<file path="src/rtl/irq_pin_tracker.sv">
module irq_pin_tracker #(
  parameter int NPINS = 8,
  parameter int VW    = 8,
  localparam int PW   = (NPINS > 1) ? $clog2(NPINS) : 1
) (
  input  logic                clk,
  input  logic                rst_n,
  input  logic [NPINS-1:0]    pin_in,
  input  logic [NPINS-1:0]    cfg_polarity,
  input  logic [NPINS-1:0]    cfg_level,
  input  logic [NPINS-1:0]    cfg_mask,
  input  logic [NPINS*VW-1:0] cfg_vector,
  input  logic                eoi_valid,
  input  logic [VW-1:0]       eoi_vector,
  output logic                dlv_valid,
  output logic [PW-1:0]       dlv_pin,
  output logic [VW-1:0]       dlv_vector,
  output logic                dlv_level,
  input  logic                dlv_done,
  input  logic                dlv_injected,
  output logic [NPINS-1:0]    pend_state,
  output logic [NPINS-1:0]    rirr_state
);

  logic [NPINS-1:0] eff, eff_q, rise;
  logic [NPINS-1:0] pending, rirr, req;
  logic [NPINS-1:0] pend_n, rirr_n, req_n;
  logic             busy, busy_n;
  logic [PW-1:0]    cur, cur_n;
  logic             eoi_hit, gnt_any;
  logic [PW-1:0]    eoi_idx, gnt_idx;

  assign eff  = pin_in ^ cfg_polarity;
  assign rise = eff & ~eff_q;

  assign dlv_valid  = busy;
  assign dlv_pin    = cur;
  assign dlv_vector = cfg_vector[cur*VW +: VW];
  assign dlv_level  = cfg_level[cur];
  assign pend_state = pending;
  assign rirr_state = rirr;

  always_comb begin
    eoi_hit = 1'b0;
    eoi_idx = '0;
    for (int i = NPINS-1; i >= 0; i--)
      if (cfg_vector[i*VW +: VW] == eoi_vector) begin
        eoi_hit = 1'b1;
        eoi_idx = PW'(i);
      end
  end

  always_comb begin
    gnt_any = 1'b0;
    gnt_idx = '0;
    for (int i = NPINS-1; i >= 0; i--)
      if (req[i]) begin
        gnt_any = 1'b1;
        gnt_idx = PW'(i);
      end
  end

  always_comb begin
    pend_n = pending;
    rirr_n = rirr;
    req_n  = req;
    busy_n = busy;
    cur_n  = cur;
    if (eoi_valid && eoi_hit) begin
      rirr_n[eoi_idx] = 1'b0;
      if (!cfg_mask[eoi_idx] && pending[eoi_idx])
        req_n[eoi_idx] = 1'b1;
    end
    for (int i = 0; i < NPINS; i++) begin
      if (!eff[i])
        pend_n[i] = 1'b0;
      else if (cfg_level[i]) begin
        pend_n[i] = 1'b1;
        if (!cfg_mask[i] && !rirr[i] && !(busy && cur == PW'(i)))
          req_n[i] = 1'b1;
      end else if (rise[i]) begin
        pend_n[i] = 1'b1;
        req_n[i]  = 1'b1;
      end
    end
    if (busy && dlv_done) begin
      busy_n = 1'b0;
      if (dlv_injected && cfg_level[cur])
        rirr_n[cur] = 1'b1;
      if (!cfg_level[cur] && !rise[cur])
        pend_n[cur] = 1'b0;
    end
    if (!busy && gnt_any) begin
      req_n[gnt_idx] = 1'b0;
      if (cfg_mask[gnt_idx]) begin
        if (!cfg_level[gnt_idx] && !rise[gnt_idx])
          pend_n[gnt_idx] = 1'b0;
      end else begin
        busy_n = 1'b1;
        cur_n  = gnt_idx;
      end
    end
  end

  always_ff @(posedge clk) begin
    if (!rst_n) begin
      eff_q   <= '0;
      pending <= '0;
      rirr    <= '0;
      req     <= '0;
      busy    <= 1'b0;
      cur     <= '0;
    end else begin
      eff_q   <= eff;
      pending <= pend_n;
      rirr    <= rirr_n;
      req     <= req_n;
      busy    <= busy_n;
      cur     <= cur_n;
    end
  end

  AST_PEND_FOLLOWS_LEVEL: assert property (@(posedge clk) disable iff (!rst_n)
    1'b1 |=> ((pending & ~$past(eff)) == '0));

  AST_RIRR_ONLY_ON_INJECT: assert property (@(posedge clk) disable iff (!rst_n)
    ((rirr & ~$past(rirr)) != '0) |-> $past(busy && dlv_done && dlv_injected && cfg_level[cur]));

  AST_NO_MASKED_DELIVERY: assert property (@(posedge clk) disable iff (!rst_n)
    $rose(dlv_valid) |-> !cfg_mask[dlv_pin]);

  AST_DLV_HOLD: assert property (@(posedge clk) disable iff (!rst_n)
    (dlv_valid && !dlv_done) |=> (dlv_valid && $stable(dlv_pin)));

  AST_EOI_CLEARS: assert property (@(posedge clk) disable iff (!rst_n)
    (eoi_valid && eoi_hit && !(busy && dlv_done && cur == eoi_idx)) |=> !rirr[$past(eoi_idx)]);

endmodule

</file>
<file path="config.mk">
export PLATFORM = sky130hd
export DESIGN_NAME = irq_pin_tracker
export DESIGN_NICKNAME = d
export VERILOG_FILES = /design/src/rtl/irq_pin_tracker.sv
export SDC_FILE = /design/constraint.sdc
export NUM_CORES = 1
export LEC_CHECK = 0
export BUFFER_PORTS_ARGS = -buffer_cell sky130_fd_sc_hd__buf_2
export CAP_MARGIN = 10
export CORE_ASPECT_RATIO = 0.9
export CORE_MARGIN = 4
export CORE_UTILIZATION = 54
export DETAILED_ROUTE_END_ITERATION = 8
export GPL_TIMING_DRIVEN = 0
export PLACE_DENSITY = 0.87
export SYNTH_ARGS = -nofsm -noshare
export SYNTH_HDL_FRONTEND = slang
export SYNTH_SLANG_ARGS = --single-unit
</file>
<file path="constraint.sdc">
create_clock -name clk -period 3.23 [get_ports clk]
set_input_delay 0.323 -clock clk [delete_from_list [all_inputs] [get_ports clk]]
set_output_delay 0.323 -clock clk [all_outputs]
set_load 0.01 [all_outputs]
</file>
==> results of run 1 <==
worst paths after layout:
kind | from | end | cells past startpoint
hold / removal | pin_in[1] | eff_q[1] | 3
hold reg to reg | rirr_state[3] | rirr_state[3] | 2
setup / recovery | dlv_pin[1] | dlv_vector[1] | 5
setup reg to reg | req[6] | pend_state[5] | 9
sequential cells by signal, indices dropped and copies added, names as in the netlist:
register	flops
req	8
dlv_pin	3
dlv_valid	1
pend_state	8
eff_q	8
rirr_state	8
area by class of cell:
type	count	area [sq um]	area share (%)
clock inverter	2	10.0	0.233
tap	87	109	2.53
timing repair buffer	129	646	15.0
clock buffer	6	82.6	1.92
inverter	8	30.0	0.698
sequential	36	721	16.8
buffer	23	124	2.88
multi-input combinational	325	2580	60.0
cell families after synthesis:
family / Yosys count / share of synthesized area (%)
and+or+nand+nor: 138 / 22.9
AOI/OAI and AO/OA: 82 / 16.8
xor gates and xnor gates: 72 / 18.3
DFF: 36 / 20.9
muxes: 33 / 16.8
buffers and inverters: 31 / 4.39
per-layer routing:
metal / vias to the layer above / GRT usage (%) / routed length (um)
met4: 0 / 9.45 / 340
met1: 1832 / 45.3 / 5100
li1: 1738 / - / -
met2: 294 / 48.5 / 5570
met3: 49 / 8.21 / 1640
met5: - / 0 / 0
metrics by stage:
stage	std cells	hold slack, ns	instance area [sq um]	worst slack, ns	utilization, %
final	616	0.353	4300	0.232	70.0
after global routing	616	0.380	4300	0.176	70.0
after CTS	616	0.368	4300	0.0677	69.9
after detailed placement	608	0.513	4210	0.220	68.4
after global placement	608	0.504	4210	0.250	68.4
after floorplan	392	0.467	3450	0.871	-
placed cells by master, fill, tap and decap left out, drive strengths merged, types with 15 or more instances in the layout:
cell / count
buf: 143
xnor2: 43
dfxtp: 36
xor2: 29
nor2: 29
nand2: 21
mux4: 19
o21ai: 17
clkbuf: 15
timing repair:
action	in CTS	in global routing
hold endpoints to repair	0	0
endpoints found under the setup margin	3	8
pin swaps	0	0
gates resized for setup	1	1
where the power goes:
group          switching, mW  leakage [nW]  total [mW]  internal [mW]
logic                  0.503          1.39       0.892          0.389
registers             0.0428         0.296       0.528          0.485
clock network          0.167        0.0510       0.337          0.170
worst max-delay path: stages (launching register included):
cell and delay [ns]:
dfxtp_1 0.47, clkbuf_1 0.49, clkbuf_1 0.59, mux4_2 0.41, mux2_2 0.28, buf_2 0.14
==> impl_metrics.csv, run 1 <==
group,metric,value,unit
worst_setup_path,worstSetupStartpointType,"register",
route,drcViolationCount,0,
floorplanning,rows,27,
global_routing,antenna_found_initial,0,
sta,hold_viol,0,
min_path,min_path_type,"in2reg",
sta,setup_tns,0,ns
sta,post-route-period-util,92.8,%
yosys,yosysMostFrequentCell,"xnor2_1",
place,portBuffers,129,
yosys,synth-seq-cells,36,
power,fin_total_pwr,1.76,mW
floorplanning,die_x,92.3,um
route,wirelength,12600,um
place,place_congestion,0.975,
yosys,syn_area,0.00345,sq mm
clocking,cts_sinks,36,
yosys,synth_edf_count,0,
route,wl_per_cell,20.5,um
yosys,syn_area_per_cell,8.81,sq um
final_layout,fillCellCount,528,
final_layout,layout-drive-gt1-share,35.9,%
yosys,yosys.cell_types.count,59,
route,drtIter0Drc,517,
floorplanning,dieHeight,83.9,um
yosys,synthTopCellsByArea,"dfxtp_1, mux4_2, xnor2_1",
route,drtAntennaViolNets,0,
clocking,htree_num_levels,2,
yosys,ys_seq_area_share,20.9,%
run,cap_violations,0,
worst_setup_path,worstSetupPathType,"reg2out",
sta,rsz0062_at_grt,"false",
sta,skew,0.00291,ns
route,vias_per_cell,6.35,
worst_setup_path,worst_ep_required_time,2.91,ns
floorplanning,core,0.00615,sq mm
global_routing,grt_pass1_vias,3764,
power,powerDensity,408,mW/mm^2
yosys,synth-async-reset-ratio,0,%
clocking,cts-root-buf,"clkbuf_8",
clocking,clk_latency,0.29,ns
sta,min_period,3.00,ns
yosys,netlist.area_leader.share,20.9,%
yosys,synthCells,392,
global_routing,grtUsageTotal,32.2,%
clocking,cts_tree,"yes",
worst_setup_path,cp.arrival,2.68,ns
yosys,synth.largest_area_cell,"dfxtp_1",
global_routing,grt_remaining_overflow,0,
final_layout,antenna_cells,0,
yosys,synthTopCellsByCount,"xnor2_1, dfxtp_1, nor2_1, xor2_1, nand2_1",
sta,worst_pin_slew,0.775,ns
global_routing,grt_pass1_wl,19500,um
route,detail_route.first_pass.iterations,5,
clocking,cts_made_buffers,5,
power,peakVddDrop,0.000217,V
clocking,path_clk_slew,0.07,ns
yosys,ys_dominant_reg_cell,"dfxtp_1",
global_routing,grt_max_degree,12,
status,status,"complete, no violations",
sta,setup_viol,0,
sta,maxSlewHeadroom,48.1,%
clocking,ctsHoldBuffers,0,
clocking,cts_setup_buffers,0,
place,dp_hpwl,10300,um
floorplanning,dieArea,0.00774,sq mm
final_layout,finalNetCount,637,
worst_setup_path,cp-end-kind,"output port",
yosys,synth_warnings,0,
sta,fmax,334,MHz
sta,drv_slew,0,
power,power_leakage,1.74,nW
worst_setup_path,reg2reg_setup_slack,0.40,ns
final_layout,synthToLayoutAreaGrowth,24.6,%
floorplanning,start_util,56.1,%
yosys,syn_nets,501,
floorplanning,pin_count,138,
worst_setup_path,cp_max_fo,10,
route,vias,3913,
clocking,clockBufferDepth,2,
Power figures use the tool's default switching activity.
==> inputs of run 2 (changes only) <==
--- a/config.mk
+++ b/config.mk
@@ -5,7 +5,7 @@
 export SDC_FILE = /design/constraint.sdc
 export NUM_CORES = 1
 export LEC_CHECK = 0
-export BUFFER_PORTS_ARGS = -buffer_cell sky130_fd_sc_hd__buf_2
+export BUFFER_PORTS_ARGS = -buffer_cell sky130_fd_sc_hd__clkbuf_2
 export CAP_MARGIN = 10
 export CORE_ASPECT_RATIO = 0.9
 export CORE_MARGIN = 4
==> impl_metrics.csv, run 2 (same netlist as run 1, synthesis figures left out) <==
group,metric,value,unit
power,peakVddDrop,0.000300,V
clocking,cts_made_buffers,5,
worst_setup_path,worstReg2RegStart,"req[1]",
clocking,htree_num_levels,2,
final_layout,finalNetCount,637,
sta,rsz0062_at_grt,"false",
clocking,cts-root-buf,"clkbuf_8",
final_layout,layout-drive-gt1-share,35.9,%
sta,fmax,336,MHz
clocking,cts_tree,"yes",
final_layout,fillCellCount,518,
sta,worst_pin_slew,0.879,ns
floorplanning,dieArea,0.00774,sq mm
floorplanning,rows,27,
worst_setup_path,worstSetupStartpointType,"register",
route,detail_route.first_pass.iterations,6,
worst_setup_path,cp_max_fo,10,
worst_setup_path,reg2regPathDepth,8,
floorplanning,pin_count,138,
worst_setup_path,cp-end-kind,"output port",
final_layout,antenna_cells,0,
final_layout,layout_commonest_cell,"clkbuf_2",
global_routing,antenna_found_initial,0,
sta,setup_viol,0,
sta,min_period,2.97,ns
route,wl_per_cell,20.6,um
worst_setup_path,critPathLaunch,"dlv_pin[1]",
route,vias_per_cell,6.36,
route,drcViolationCount,0,
worst_setup_path,worstSetupPathType,"reg2out",
status,status,"complete, no violations",
min_path,worstHoldStart,"pin_in[2]",
place,place_area,0.00421,sq mm
sta,maxSlewHeadroom,40.9,%
global_routing,grtUsageTotal,32.5,%
worst_setup_path,cp.arrival,2.65,ns
floorplanning,core,0.00615,sq mm
run,cap_violations,0,
final_layout,fin_area,0.00434,sq mm
floorplanning,dieHeight,83.9,um
sta,skew,0.0116,ns
global_routing,grt_max_degree,12,
worst_setup_path,worst_ep_required_time,2.91,ns
global_routing,grt_pass1_wl,19900,um
final_layout,layout_common_cells,"clkbuf_2, xnor2_1, dfxtp_1, xor2_1, nor2_1",
clocking,cts_sinks,36,
final_layout,synthToLayoutAreaGrowth,25.6,%
place,dp_hpwl,10300,um
route,vias,3916,
clocking,path_clk_slew,0.08,ns
sta,post-route-period-util,92.0,%
worst_setup_path,worstSetupEndpoint,"dlv_vector[5]",
global_routing,grt_pass1_vias,3855,
floorplanning,die_x,92.3,um
min_path,min_path_type,"in2reg",
power,powerDensity,430,mW/mm^2
sta,setup_tns,0,ns
global_routing,grt_remaining_overflow,0,
worst_setup_path,reg2reg_setup_slack,0.33,ns
sta,hold_viol,0,
route,drtIter0Drc,595,
power,power_leakage,1.76,nW
place,portBuffers,129,
sta,drv_slew,0,
clocking,clk_latency,0.30,ns
route,wirelength,12700,um
route,drtAntennaViolNets,0,
place,place_congestion,1.00,
clocking,clockBufferDepth,2,
worst_setup_path,rr_endpoint,"pend_state[2]",
floorplanning,start_util,56.1,%
## run 2: cell types whose count changed in the layout (fill, tap and decap cells not counted), sizes merged
cell / change
clkinv: -2
clkbuf: +130
buf: -129
bufinv: +1
## run 2: layout make-up
class / instances / area [sq um] / area share, %
multi-input cells: 325 / 2580 / 59.5
flip-flops and latches: 36 / 721 / 16.6
repair buffers: 129 / 646 / 14.9
plain buffers: 23 / 124 / 2.86
well taps: 87 / 109 / 2.51
clock buffers: 7 / 96.3 / 2.22
clock inverters: 1 / 30.0 / 0.693
inverters: 8 / 30.0 / 0.693
## run 2: stage by stage
stage	power (mW)	hold WS (ns)	setup slack (ns)	util, %	instances
3_3_place_gp	1.39	0.503	0.278	68.4	608
3_5_place_dp	1.40	0.517	0.214	68.4	608
2_1_floorplan	1.09	0.467	0.871	-	392
6_report	1.86	0.350	0.258	70.5	616
4_1_cts	1.84	0.354	0.0569	70.5	616
5_1_grt	1.96	0.396	0.165	70.5	616
## run 2: worst min-delay path by stage
stage / end / slack [ns] / depth (start not counted)
2_1_floorplan: eff_q[0] / 0.47 / 1
3_3_place_gp: rirr_state[4] / 0.50 / 2
3_5_place_dp: rirr_state[3] / 0.52 / 2
4_1_cts: eff_q[2] / 0.35 / 3
5_1_grt: eff_q[1] / 0.40 / 3
6_report: eff_q[2] / 0.35 / 3
## run 2: critical path, cell delays in order, from the launching register on
cell and delay (ns):
dfxtp_1 0.47, clkbuf_1 0.46, clkbuf_1 0.60, mux4_2 0.40
mux2_2 0.28, clkbuf_2 0.13
## run 2: metal layers
metal / track usage, % / wire length (um)
met1: 45.0 / 4880
met2: 49.6 / 5690
met3: 7.57 / 1720
met4: 11.1 / 383
met5: 0 / 0
## run 2: repair_timing
action | CTS | global route
hold endpoints to repair | 0 | 0
gates resized for setup | 1 | 1
buffers inserted | 0 | 0
setup endpoints to repair | 3 | 8
pin swaps | 0 | 0
hold buffers | 0 | 0
## run 2: report_power, final
part	total (mW)	leakage, nW	switching, mW	internal [mW]
registers	0.528	0.296	0.0422	0.485
logic	0.892	1.40	0.504	0.388
clock network	0.444	0.0645	0.172	0.273
